--- src/rtl/ihc_pkg.sv ---
package ihc_pkg;
    localparam int DATA_W = 32;
    localparam int ADDR_W = 3;
    localparam int EVT_W  = 17;
    localparam int CTRL_W = 9;

    localparam logic [ADDR_W-1:0] OFF_ID   = 3'd0;
    localparam logic [ADDR_W-1:0] OFF_PEEK = 3'd1;
    localparam logic [ADDR_W-1:0] OFF_ACK  = 3'd2;
    localparam logic [ADDR_W-1:0] OFF_MASK = 3'd3;
    localparam logic [ADDR_W-1:0] OFF_CTRL = 3'd4;

    typedef enum logic [1:0] {
        HO_IDLE  = 2'd0,
        HO_SHORT = 2'd1,
        HO_LONG  = 2'd2
    } ho_state_e;
endpackage

--- src/rtl/ihc_status_bank.sv ---
module ihc_status_bank #(
    parameter int W = ihc_pkg::EVT_W
) (
    input  logic         clk,
    input  logic         rst_n,
    input  logic         clr,
    input  logic [W-1:0] evt,
    input  logic         ack_rd,
    input  logic         mask_we,
    input  logic [W-1:0] mask_wdata,
    output logic [W-1:0] status,
    output logic [W-1:0] mask,
    output logic         pend
);
    logic [W-1:0] clear_bits;

    always_comb clear_bits = ack_rd ? status : '0;

    always_ff @(posedge clk or negedge rst_n) begin
        if (!rst_n) begin
            status <= '0;
            mask   <= '0;
            pend   <= 1'b0;
        end else if (clr) begin
            status <= '0;
            mask   <= '0;
            pend   <= 1'b0;
        end else begin
            status <= (status & ~clear_bits) | evt;
            if (mask_we) mask <= mask_wdata;
            pend   <= |(status & mask);
        end
    end

    assert_event_latched_R2: assert property (@(posedge clk) disable iff (!rst_n)
        (!clr && (|evt)) |=> ((status & $past(evt)) == $past(evt)));

    assert_peek_keeps_R3: assert property (@(posedge clk) disable iff (!rst_n)
        (!clr && !ack_rd) |=> (($past(status) & ~status) == '0));

    assert_ack_clears_R4: assert property (@(posedge clk) disable iff (!rst_n)
        (!clr && ack_rd) |=> ((status & $past(status & ~evt)) == '0));
endmodule

--- src/rtl/ihc_holdoff_fsm.sv ---
module ihc_holdoff_fsm #(
    parameter int SHORT_CYC = 25000,
    parameter int LONG_CYC  = 50000
) (
    input  logic clk,
    input  logic rst_n,
    input  logic clr,
    input  logic req_short,
    input  logic req_long,
    output logic active,
    output logic short_act,
    output logic long_act
);
    import ihc_pkg::*;

    localparam int MAX_CYC = (LONG_CYC > SHORT_CYC) ? LONG_CYC : SHORT_CYC;
    localparam int CNT_W   = $clog2(MAX_CYC + 1);
    localparam logic [CNT_W-1:0] SHORT_LD = CNT_W'(SHORT_CYC - 1);
    localparam logic [CNT_W-1:0] LONG_LD  = CNT_W'(LONG_CYC - 1);
    localparam logic [CNT_W-1:0] MAX_LD   = CNT_W'(MAX_CYC - 1);

    ho_state_e        state_q, state_d;
    logic [CNT_W-1:0] cnt_q, cnt_d;

    always_comb begin
        state_d = state_q;
        cnt_d   = cnt_q;
        unique case (state_q)
            HO_IDLE: begin
                cnt_d = '0;
            end
            HO_SHORT, HO_LONG: begin
                if (cnt_q == '0) state_d = HO_IDLE;
                else             cnt_d   = cnt_q - 1'b1;
            end
            default: state_d = HO_IDLE;
        endcase
        if (req_long) begin
            state_d = HO_LONG;
            cnt_d   = LONG_LD;
        end else if (req_short) begin
            state_d = HO_SHORT;
            cnt_d   = SHORT_LD;
        end
    end

    always_ff @(posedge clk or negedge rst_n) begin
        if (!rst_n) begin
            state_q <= HO_IDLE;
            cnt_q   <= '0;
        end else if (clr) begin
            state_q <= HO_IDLE;
            cnt_q   <= '0;
        end else begin
            state_q <= state_d;
            cnt_q   <= cnt_d;
        end
    end

    always_comb begin
        active    = 1'b0;
        short_act = 1'b0;
        long_act  = 1'b0;
        unique case (state_q)
            HO_IDLE:  ;
            HO_SHORT: begin active = 1'b1; short_act = 1'b1; end
            HO_LONG:  begin active = 1'b1; long_act  = 1'b1; end
            default:  ;
        endcase
    end

    assert_count_range_R6: assert property (@(posedge clk) disable iff (!rst_n)
        (state_q != HO_IDLE) |-> (cnt_q <= MAX_LD));

    assert_window_ends_R6: assert property (@(posedge clk) disable iff (!rst_n)
        (state_q != HO_IDLE && cnt_q == '0 && !req_short && !req_long) |=> (state_q == HO_IDLE));
endmodule

--- src/rtl/irq_holdoff_ctrl.sv ---
module irq_holdoff_ctrl #(
    parameter int          SHORT_CYC = 25000,
    parameter int          LONG_CYC  = 50000,
    parameter logic [4:0]  CHIP_VER  = 5'h03,
    parameter logic [11:0] BOARD_ID  = 12'h1A7
) (
    input  logic        clk,
    input  logic        rst_n,
    input  logic        bus_wr,
    input  logic        bus_rd,
    input  logic [2:0]  bus_addr,
    input  logic [31:0] bus_wdata,
    output logic [31:0] bus_rdata,
    input  logic [16:0] evt_pulse,
    output logic        irq,
    output logic        sw_rst,
    output logic        rx_on,
    output logic        tx_on,
    output logic        dma_on,
    output logic        tx_lock,
    output logic [2:0]  irq_sel
);
    import ihc_pkg::*;

    localparam int FLD_W = CTRL_W - 2;

    logic              wr_id, wr_ctrl, wr_mask, rd_ack;
    logic [EVT_W-1:0]  status, mask;
    logic              pend, ho_active, ho_short, ho_long;
    logic [FLD_W-1:0]  ctrl_q;
    logic              sw_rst_q;

    always_comb begin
        wr_id   = bus_wr && (bus_addr == OFF_ID);
        wr_ctrl = bus_wr && (bus_addr == OFF_CTRL);
        wr_mask = bus_wr && (bus_addr == OFF_MASK);
        rd_ack  = bus_rd && (bus_addr == OFF_ACK);
    end

    ihc_status_bank #(.W(EVT_W)) u_bank (
        .clk        (clk),
        .rst_n      (rst_n),
        .clr        (wr_id),
        .evt        (evt_pulse),
        .ack_rd     (rd_ack),
        .mask_we    (wr_mask),
        .mask_wdata (bus_wdata[EVT_W-1:0]),
        .status     (status),
        .mask       (mask),
        .pend       (pend)
    );

    ihc_holdoff_fsm #(.SHORT_CYC(SHORT_CYC), .LONG_CYC(LONG_CYC)) u_hold (
        .clk       (clk),
        .rst_n     (rst_n),
        .clr       (wr_id),
        .req_short (wr_ctrl && bus_wdata[0]),
        .req_long  (wr_ctrl && bus_wdata[1]),
        .active    (ho_active),
        .short_act (ho_short),
        .long_act  (ho_long)
    );

    always_ff @(posedge clk or negedge rst_n) begin
        if (!rst_n) begin
            ctrl_q   <= '0;
            sw_rst_q <= 1'b0;
        end else begin
            sw_rst_q <= wr_id;
            if (wr_id)        ctrl_q <= '0;
            else if (wr_ctrl) ctrl_q <= bus_wdata[CTRL_W-1:2];
        end
    end

    always_comb begin
        bus_rdata = '0;
        if (bus_rd) begin
            unique case (bus_addr)
                OFF_ID:            bus_rdata = {CHIP_VER, 15'd0, BOARD_ID};
                OFF_PEEK, OFF_ACK: bus_rdata = {{(DATA_W-EVT_W){1'b0}}, status};
                OFF_MASK:          bus_rdata = {{(DATA_W-EVT_W){1'b0}}, mask};
                OFF_CTRL:          bus_rdata = {{(DATA_W-CTRL_W){1'b0}}, ctrl_q, ho_long, ho_short};
                default:           bus_rdata = '0;
            endcase
        end
    end

    always_comb begin
        irq     = pend && !ho_active;
        sw_rst  = sw_rst_q;
        rx_on   = ctrl_q[0];
        tx_on   = ctrl_q[1];
        dma_on  = ctrl_q[2];
        tx_lock = ctrl_q[3];
        irq_sel = ctrl_q[6:4];
    end

    assert_irq_follows_R5: assert property (@(posedge clk) disable iff (!rst_n)
        ((|(status & mask)) && !wr_id) |=> (irq || ho_active));

    assert_soft_reset_R8: assert property (@(posedge clk) disable iff (!rst_n)
        wr_id |=> (sw_rst && !irq && status == '0));
endmodule

--- config.mk ---
export PLATFORM = sky130hd
export DESIGN_NAME = irq_holdoff_ctrl
export DESIGN_NICKNAME = d
export VERILOG_FILES = /design/src/rtl/ihc_pkg.sv /design/src/rtl/ihc_status_bank.sv /design/src/rtl/ihc_holdoff_fsm.sv /design/src/rtl/irq_holdoff_ctrl.sv
export SDC_FILE = /design/constraint.sdc
export NUM_CORES = 1
export LEC_CHECK = 0
export ABC_AREA = 1
export ABC_CLOCK_PERIOD_IN_PS = 1900
export BUFFER_PORTS_ARGS = -buffer_cell sky130_fd_sc_hd__buf_2
export CAP_MARGIN = 10
export CORE_ASPECT_RATIO = 0.7
export CORE_MARGIN = 4
export CORE_UTILIZATION = 54
export CTS_BUF_LIST = sky130_fd_sc_hd__clkbuf_8
export DETAILED_ROUTE_END_ITERATION = 16
export MAX_ROUTING_LAYER = met4
export PLACE_DENSITY_LB_ADDON = 0.3
export RECOVER_POWER = 50
export SKIP_LAST_GASP = 1
export SLEW_MARGIN = 0
export SYNTH_ARGS = -nofsm -noshare
export SYNTH_HDL_FRONTEND = slang
export SYNTH_SLANG_ARGS = --single-unit
export TNS_END_PERCENT = 50
--- constraint.sdc ---
create_clock -name clk -period 1.9 [get_ports clk]
set_clock_uncertainty 0.1 [all_clocks]
set_input_delay 0.19 -clock clk [delete_from_list [all_inputs] [get_ports clk]]
set_output_delay 0.19 -clock clk [all_outputs]
set_load 0.05 [all_outputs]
==> flow_metrics.py, run 1 <==
metrics = {
    "finish": {
        "syn2layout_area_growth_pct": 24.6,
        "final_cell_area_sq_um": 4320,
        "drive_above_1_share": 0.218,
        "fillers": 520,
        "fin_util": 0.695,
        "diodes": 0,
        "nets": 613,
    },
    "worst_setup_path": {
        "startpoint_type": "flip-flop",
        "path_depth": 5,
        "cp.arrival_ns": 1.57,
        "setup.worst_path.end_class": "output pin",
        "cp.required_ns": 1.61,
        "worst-path-buf-inv": 2,
        "cp_top_family": "flip-flops",
        "path_cells": "inv_2, ha_1, a221oi_2, nor2_1, buf_2",
        "crit_slowest_cell": "dfrtp_1",
        "slowest_delay_ns": 0.37,
        "worst-path-max-fanout": 3,
        "critPathKind": "reg -> out",
        "rr_worst_depth": 11,
    },
    "place": {
        "finalWeightedCongestion": 0.957,
        "placed_area_sq_um": 3930,
        "hpwl_um": 7240,
        "place.port_buffers": 68,
    },
    "clock_tree": {
        "cts_buffer_depth": 2,
        "clock_latency_ns": 0.33,
        "cts_tree": "built",
        "numCtsBuffers": 9,
        "cts.root.buffer_cell": "clkbuf_8",
        "clock_sink_count": 61,
        "htreeDepth": 3,
        "cts.clk_slew.worst_paths_ns": 0.06,
    },
    "die": {
        "ios": 97,
        "dieArea_sq_um": 7790,
        "die_y_um": 75.1,
        "core_area_sq_um": 6220,
        "fp-row-count": 24,
        "start_util": 0.558,
        "die_w_um": 104,
    },
    "drt": {
        "drc": 0,
        "vias": 3442,
        "antenna_left": 0,
        "firstDrtPassIters": 5,
        "drtIter0Drc": 243,
        "wl_per_cell_um": 16.0,
        "routed_via_density": 5.43,
        "wirelength_um": 10100,
    },
    "pwr": {
        "power_density_nw_per_um2": 1220,
        "worst_ir_drop_vdd_mv": 0.540,
        "leakagePower_uw": 0.00223,
    },
    "yosys": {
        "yosys_warnings": 0,
        "syn_inst": 453,
        "avgSynthCellArea_sq_um": 7.66,
        "ys_seq_elements": 61,
        "ys_seq_area_frac": 0.440,
        "syn_area_sq_um": 3470,
        "synth.distinct_cells": 37,
    },
    "timing": {
        "relSlewSlack": 0.437,
        "min_period_ns": 1.86,
        "rsz0062_at_grt": "yes",
        "finalSetupViolations": 0,
        "report.final.hold_viol_count": 0,
        "worstMarginPinSlew_ns": 0.844,
        "max_freq_mhz": 539,
        "finalCritPeriodShare": 0.976,
        "slew_viol_final": 0,
    },
    "grt": {
        "grt-ovfl-total": 0,
        "grt_usage": 0.279,
        "antenna_found_initial": 0,
        "grt_max_degree": 62,
        "grt_pass1_wl_um": 16300,
        "grt_pass1_vias": 3194,
    },
    "hold_path": {
        "hold_depth": 3,
        "holdCritPathClass": "in -> reg",
    },
    "run_status": {
        "status": "finished, final reports clean",
    },
    "job": {
        "cap_viol_max_count": 0,
    },
}
-- cell usage in the layout (no fill, tap or decap), drive strengths merged, types with 4 or more instances in the layout --
| cell type | synthesis | layout |
|---|---|---|
| nor2 | 73 | 73 |
| nand3 | 29 | 29 |
| o21ai | 25 | 25 |
| dlygate4sd3 | 0 | 19 |
| buf | 24 | 79 |
| clkbuf | 4 | 18 |
| clkinv | 2 | 4 |
| a21oi | 38 | 38 |
| nand2 | 88 | 88 |
| o211ai | 4 | 4 |
| ha | 4 | 4 |
| nand4 | 6 | 6 |
| conb | 1 | 13 |
| inv | 57 | 57 |
| dfrtp | 61 | 61 |
| o22ai | 15 | 15 |
| o221ai | 4 | 4 |
-- path summary, 6_finish.rpt --
kind	startpoint	endpoint	slack, ns
max in group asynchronous	rst_n	u_hold.cnt_q[7]$_DFFE_PN0P_	0.64
worst max-delay path	u_hold.state_q[0]$_DFFE_PN0P_	bus_rdata[1]	0.04
worst max register to register	u_hold.cnt_q[14]$_DFFE_PN0P_	u_hold.cnt_q[8]$_DFFE_PN0P_	0.13
worst min register to register	u_bank.status[1]$_DFF_PN0_	u_bank.status[1]$_DFF_PN0_	0.44
min in group asynchronous	rst_n	ctrl_q[5]$_DFFE_PN0P_	0.51
worst min-delay path	bus_wdata[12]	u_bank.mask[12]$_DFFE_PN0P_	0.004
-- where the power goes --
group,total [uW],internal [uW],switching (uW)
Combinational,2470,834,1630
Clock,1010,521,485
Sequential,1790,1550,237
-- cell families (layout without fill, tap and decap cells) --
kind of cell | Yosys count | in the layout | share of synthesized area
fa+ha+maj | 4 | 4 | 0.0144
flops | 61 | 61 | 0.440
other cells | 1 | 13 | 0.00108
simple gates | 199 | 199 | 0.251
buf+inv | 87 | 178 | 0.120
xor+xnor | 4 | 4 | 0.0101
compound gates | 97 | 97 | 0.163
-- sequential cells by signal, indices dropped and copies added, names as in the netlist --
signal	flops
u_bank.pend	1
sw_rst	1
u_hold.state_q	2
u_bank.mask	17
ctrl_q	7
u_bank.status	17
u_hold.cnt_q	16
-- through the flow --
| stage | setup TNS, ns | worst slack (ns) | power, uW | instances | hold slack (ns) |
|---|---|---|---|---|---|
| 2_1_floorplan | 0 | 0.000236 | 3430 | 465 | -0.206 |
| 3_3_place_gp | 0 | 0.157 | 4040 | 601 | 0.123 |
| 3_5_place_dp | 0 | 0.140 | 4060 | 601 | 0.129 |
| 4_1_cts | 0 | 0.000889 | 5130 | 634 | 0.000214 |
| 5_1_grt | -0.0736 | -0.0535 | 5620 | 634 | 0.00513 |
| 6_report | 0 | 0.0448 | 5260 | 634 | 0.00401 |
-- worst reg2reg max path: cells and delay by family, from the launching register on --
family	cells	cell delay, ns
simple gates	9	0.93
flops	1	0.44
buf+inv	2	0.20
-- layout make-up --
class	instances	area, sq um	share of cell area
repair buffers	105	693	0.160
clock inverters	3	13.8	0.00318
multi-input cells	317	1610	0.372
clock buffers	11	151	0.0350
well taps	78	97.6	0.0226
inverters	59	230	0.0533
flip-flops and latches	61	1530	0.353
-- Yosys cell counts --
| cell type | n | area share |
|---|---|---|
| nand2_1 | 85 | 0.092 |
| nor2_1 | 68 | 0.074 |
| dfrtp_1 | 61 | 0.44 |
| inv_1 | 53 | 0.057 |
| a21oi_1 | 38 | 0.055 |
| nand3_1 | 28 | 0.040 |
| o21ai_0 | 20 | 0.029 |
| buf_4 | 17 | 0.037 |
| o22ai_1 | 15 | 0.027 |
| buf_2 | 5 | 0.0072 |
| o21ai_1 | 5 | 0.0072 |
| clkbuf_1 | 4 | 0.0043 |
| ha_1 | 4 | 0.014 |
| inv_2 | 4 | 0.0043 |
| nand4_1 | 4 | 0.0072 |
| o211ai_1 | 4 | 0.0087 |
| o221ai_1 | 4 | 0.010 |
| a211oi_1 | 3 | 0.0065 |
| nor2_2 | 3 | 0.0054 |
| o32ai_1 | 3 | 0.0076 |
| xor2_1 | 3 | 0.0076 |
| a221oi_1 | 2 | 0.0051 |
| a22o_1 | 2 | 0.0051 |
| buf_6 | 2 | 0.0065 |
| nand2_4 | 2 | 0.0065 |
| nor2_4 | 2 | 0.0065 |
| nor3_1 | 2 | 0.0029 |
| clkinv_1 | 1 | 0.0011 |
| clkinv_4 | 1 | 0.0025 |
| conb_1 | 1 | 0.0011 |
| nand2_2 | 1 | 0.0018 |
| nand3_2 | 1 | 0.0029 |
| nand3b_1 | 1 | 0.0022 |
| nand4_2 | 1 | 0.0036 |
| nand4_4 | 1 | 0.0061 |
| o21bai_1 | 1 | 0.0022 |
| xnor2_1 | 1 | 0.0025 |
-- what timing repair did --
action / CTS / global route
hold endpoints to repair: 79 / 0
hold buffers: 19 / 0
pin swaps: 0 / 1
gates resized for setup: 5 / 13
endpoints found under the setup margin: 1 / 19
buffers inserted: 0 / 0
-- metal layers --
layer	share of wire	GRT usage	vias up
met3	0.095	0.0591	19
met1	0.47	0.399	1592
met2	0.43	0.407	172
li1	-	-	1659
met5	0	-	-
met4	0.014	0.0752	0
Note: power is estimated with default switching activity, not from simulation.
==> run 2, diff against run 1 <==
- PLACE_DENSITY_LB_ADDON: 0.3 -> 0.05
==> flow_metrics.py, run 2 (synthesis results as in run 1) <==
metrics = {
    "grt": {
        "grtUsageMet2": 0.409,
        "grt_max_degree": 62,
        "globalRoute.busiestLayer": "met2",
        "grt_pass1_wl_um": 16800,
        "grt-ovfl-total": 0,
        "antenna_found_initial": 0,
        "grt_pass1_vias": 3334,
        "grt_usage": 0.284,
        "met1_usage": 0.401,
        "use_met3": 0.0600,
    },
    "place": {
        "place.port_buffers": 68,
        "hpwl_um": 7320,
        "pre_cts_slack_ns": 0.0814,
        "dp.cells": 603,
        "finalWeightedCongestion": 0.960,
    },
    "clock_tree": {
        "htreeDepth": 3,
        "cts_setup_buffers": 0,
        "cts.root.buffer_cell": "clkbuf_8",
        "numCtsBuffers": 9,
        "cts_tree": "built",
        "clock_sink_count": 61,
        "clock_latency_ns": 0.34,
        "cts.clk_slew.worst_paths_ns": 0.06,
        "cts_buffer_depth": 2,
    },
    "timing": {
        "layout_setup_ws_ns": 0.0454,
        "rsz0062_at_grt": "yes",
        "min_period_ns": 1.85,
        "whs_ns": 0.0213,
        "slew_viol_final": 0,
        "relSlewSlack": 0.438,
        "finalSetupViolations": 0,
        "finalCritPeriodShare": 0.976,
        "worstMarginPinSlew_ns": 0.842,
        "report.final.hold_viol_count": 0,
        "max_freq_mhz": 539,
    },
    "die": {
        "core_area_sq_um": 6220,
        "fp-row-count": 24,
        "ios": 97,
        "die_w_um": 104,
        "start_util": 0.558,
        "die_y_um": 75.1,
        "dieArea_sq_um": 7790,
    },
    "pwr": {
        "leakagePower_uw": 0.00226,
        "worst_ir_drop_vdd_mv": 0.826,
        "power_density_nw_per_um2": 1220,
    },
    "finish": {
        "final_common_cell": "nand2_1",
        "fin_cells": 637,
        "reg_top3": "u_bank.mask (17), u_bank.status (17), u_hold.cnt_q (16)",
        "diodes": 0,
        "drive_above_1_share": 0.229,
        "nets": 616,
        "mostFrequentLayoutCells": "nand2_1, buf_2, nor2_1",
        "syn2layout_area_growth_pct": 25.3,
    },
    "job": {
        "cap_viol_max_count": 0,
    },
    "worst_setup_path": {
        "startpoint_type": "flip-flop",
        "cp.arrival_ns": 1.56,
        "critPathKind": "reg -> out",
        "setup.worst_path.end_class": "output pin",
        "worst-path-max-fanout": 2,
        "cp.required_ns": 1.61,
    },
    "run_status": {
        "status": "finished, final reports clean",
    },
    "drt": {
        "vias": 3480,
        "drc": 0,
        "antenna_left": 0,
        "drtIter0Drc": 264,
        "wl_per_cell_um": 15.9,
        "routed_via_density": 5.46,
        "wirelength_um": 10100,
        "firstDrtPassIters": 5,
    },
    "hold_path": {
        "holdCritPathClass": "in -> reg",
    },
}
run 2: changes by cell type in the layout (fill, tap and decap cells not counted):
cell | before | now
nor3_2 | 0 | 1
buf_4 | 11 | 17
dlygate4sd3_1 | 19 | 20
nand2_2 | 3 | 2
clkbuf_2 | 1 | 0
clkbuf_1 | 5 | 0
buf_2 | 63 | 67
nand2_1 | 83 | 84
buf_6 | 3 | 2
buf_12 | 2 | 1
nor3_1 | 2 | 1
run 2: worst paths after layout:
check / start / end / slack [ns] / depth (start not counted)
worst max-delay path: u_hold.state_q[0]$_DFFE_PN0P_ / bus_rdata[0] / 0.05 / 4
worst min-delay path: bus_wdata[10] / u_bank.mask[10]$_DFFE_PN0P_ / 0.02 / 3
worst min register to register: u_bank.status[0]$_DFF_PN0_ / u_bank.status[0]$_DFF_PN0_ / 0.43 / 2
max in group asynchronous: rst_n / u_hold.cnt_q[14]$_DFFE_PN0P_ / 0.64 / 3
worst max register to register: u_hold.cnt_q[0]$_DFFE_PN0P_ / u_hold.cnt_q[8]$_DFFE_PN0P_ / 0.10 / 9
min in group asynchronous: rst_n / u_bank.mask[4]$_DFFE_PN0P_ / 0.50 / 3
run 2: final cells by class:
cell class	instances	area, sq um
well taps	78	97.6
repair buffers	108	713
flip-flops and latches	61	1530
multi-input cells	317	1610
clock inverters	3	13.8
fillers	524	1870
inverters	59	230
clock buffers	11	151
run 2: critical path, cell delays in order (launching register included):
cell and delay [ns]:
dfrtp_1 0.40, ha_1 0.21, a221oi_1 0.33, nor2_1 0.07, buf_2 0.22
run 2: layer usage:
| layer | up-vias | share of wire | wire length [um] |
|---|---|---|---|
| met3 | 21 | 0.085 | 861 |
| met1 | 1625 | 0.48 | 4870 |
| li1 | 1664 | - | - |
| met4 | 0 | 0.016 | 157 |
| met2 | 170 | 0.42 | 4230 |
| met5 | - | 0 | 0 |
run 2: timing repair:
action	4_1_cts	5_1_grt
hold endpoints to repair	80	0
resized for setup	4	12
endpoints found under the setup margin	1	25
hold buffers	20	0
run 2: per-stage QoR:
stage | utilization | cell area (sq um) | setup TNS [ns] | total power (uW)
floorplan | - | 3510 | 0 | 3430
global placement | 0.633 | 3940 | 0 | 4040
detailed placement | 0.633 | 3940 | 0 | 4090
CTS | 0.695 | 4320 | -0.0188 | 5180
global route | 0.699 | 4340 | -0.0590 | 5640
finish | 0.699 | 4340 | 0 | 5290
run 2: power by group:
group | switching (uW) | internal, uW
registers | 235 | 1550
logic | 1630 | 857
clock network | 498 | 521
==> run 3, diff against run 2 <==
- CORE_UTILIZATION: 54 -> 45
==> flow_metrics.py, run 3 (synthesis results as in run 1) <==
metrics = {
    "pwr": {
        "p_int_uw": 3130,
        "p_clk_frac": 0.233,
        "leakagePower_uw": 0.00228,
        "power_density_nw_per_um2": 1240,
        "power_frac_comb": 0.440,
        "swShare": 0.427,
        "worst_ir_drop_vdd_mv": 0.543,
        "p_total_uw": 5460,
        "seqPwrFrac": 0.327,
        "switchingPower_uw": 2330,
    },
    "hold_path": {
        "min_delay_worst_endpoint": "u_bank.mask[14]$_DFFE_PN0P_",
        "holdCritPathClass": "in -> reg",
        "hold_depth": 3,
        "min_from": "bus_wdata[14]",
    },
    "worst_setup_path": {
        "reg2reg_from": "u_hold.cnt_q[0]$_DFFE_PN0P_",
        "path_cells": "inv_2, ha_1, a221oi_2, nor2_1, buf_4",
        "critPathKind": "reg -> out",
        "r2r-end": "u_hold.cnt_q[3]$_DFFE_PN0P_",
        "crit_slowest_cell": "dfrtp_1",
        "slowest_delay_ns": 0.39,
        "r2r_slack_ns": 0.16,
        "worst-path-max-fanout": 3,
        "cp.arrival_ns": 1.55,
        "startpoint_type": "flip-flop",
        "rr_worst_depth": 10,
        "setup.worst_path.end_class": "output pin",
        "cp.required_ns": 1.61,
    },
    "place": {
        "dp.cells": 624,
        "hpwl_um": 7210,
        "pre_cts_slack_ns": 0.0700,
        "finalWeightedCongestion": 0.941,
        "place.port_buffers": 68,
    },
    "finish": {
        "reg_top3": "u_bank.mask (17), u_bank.status (17), u_hold.cnt_q (16)",
        "final_common_cell": "nand2_1",
        "nets": 617,
        "diodes": 0,
        "fillers": 722,
        "fin_cells": 659,
        "drive_above_1_share": 0.221,
        "mostFrequentLayoutCells": "nand2_1, nor2_1, buf_2",
        "syn2layout_area_growth_pct": 27.1,
    },
    "timing": {
        "worstMarginPinSlew_ns": 0.833,
        "tns_ns": 0,
        "layout_setup_ws_ns": 0.0645,
        "relSlewSlack": 0.445,
        "whs_ns": 0.0199,
        "min_period_ns": 1.84,
        "finalSetupViolations": 0,
        "slew_viol_final": 0,
        "max_freq_mhz": 545,
        "report.final.hold_viol_count": 0,
        "finalCritPeriodShare": 0.966,
        "rsz0062_at_grt": "yes",
    },
    "grt": {
        "grt_pass1_vias": 3367,
        "grt_usage": 0.235,
        "grt_max_degree": 62,
        "grt_pass1_wl_um": 16600,
        "grt-ovfl-total": 0,
        "antenna_found_initial": 0,
    },
    "clock_tree": {
        "cts_setup_buffers": 0,
        "clock_sink_count": 61,
        "cts_tree": "built",
        "cts.root.buffer_cell": "clkbuf_8",
        "cts_buffer_depth": 2,
        "cts.clk_slew.worst_paths_ns": 0.07,
        "htreeDepth": 3,
        "clock_latency_ns": 0.33,
        "numCtsBuffers": 9,
    },
    "drt": {
        "wirelength_um": 9890,
        "firstDrtPassIters": 5,
        "drc": 0,
        "antenna_left": 0,
        "wl_per_cell_um": 15.0,
        "drtIter0Drc": 193,
        "routed_via_density": 5.12,
        "vias": 3371,
    },
    "die": {
        "die_y_um": 81.5,
        "die_w_um": 113,
        "start_util": 0.470,
        "dieArea_sq_um": 9200,
        "fp-row-count": 26,
        "ios": 97,
        "core_area_sq_um": 7380,
    },
    "run_status": {
        "status": "finished, final reports clean",
    },
    "job": {
        "cap_viol_max_count": 0,
    },
}
[run 3: cell count changes in the layout (fill, tap and decap cells not counted), sizes merged]
cell    change
buf         -2
bufinv      +2
clkbuf      +2
clkinv      -1
inv         +1
[run 3: metrics by stage]
stage                util  area, sq um
finish              0.597         4410
global route        0.597         4410
CTS                 0.596         4400
detailed placement  0.537         3970
global placement    0.537         3970
floorplan               -         3510
[run 3: area by class of cell]
type | count | area (sq um) | share of cell area
clock buffers | 10 | 138 | 0.0312
flip-flops and latches | 61 | 1530 | 0.346
clock inverters | 5 | 76.3 | 0.0173
inverters | 59 | 226 | 0.0514
well taps | 98 | 123 | 0.0278
multi-input cells | 317 | 1610 | 0.364
repair buffers | 109 | 714 | 0.162
[run 3: worst max path at each step]
stage                                        end                           from  slack [ns]  depth (start not counted)
detailed placement    u_bank.mask[1]$_DFFE_PN0P_                    bus_addr[0]        0.07                         11
global placement     u_hold.cnt_q[8]$_DFFE_PN0P_    u_hold.cnt_q[1]$_DFFE_PN0P_        0.09                         12
CTS                                 bus_rdata[1]  u_hold.state_q[0]$_DFFE_PN0P_       0.001                          5
finish                              bus_rdata[1]  u_hold.state_q[0]$_DFFE_PN0P_        0.06                          5
global route        u_hold.cnt_q[14]$_DFFE_PN0P_    u_hold.cnt_q[0]$_DFFE_PN0P_       -0.02                         10
floorplan                          bus_rdata[28]                         bus_rd      0.0002                          4
[run 3: power groups by stage]
stage                     combinational (uW)  sequential (uW)  clock, uW
after floorplan                         1620             1810          0
after global placement                  2260             1790          0
after detailed placement                2270             1790          0
after CTS                               2350             1770       1290
after global routing                    2700             1820       1360
final                                   2400             1780       1270
[run 3: worst max-delay path, delay by kind of cell (launching register included)]
kind / cells / cell delay (ns)
compound gates: 1 / 0.27
fa+ha+maj: 1 / 0.21
buf+inv: 2 / 0.27
flops: 1 / 0.39
simple gates: 1 / 0.07
[run 3: repair_timing]
action                                 4_1_cts  5_1_grt
resized for setup                            5       12
endpoints found under the hold margin       80        0
hold buffers                                20        0
setup endpoints to repair                    1       17
[run 3: metal layers]
metal / up-vias / part of all wire / global-route usage
met5: - / 0 / -
met2: 119 / 0.42 / 0.345
li1: 1681 / - / -
met1: 1567 / 0.50 / 0.341
met3: 4 / 0.077 / 0.0523
met4: 0 / 0.0033 / 0.0372
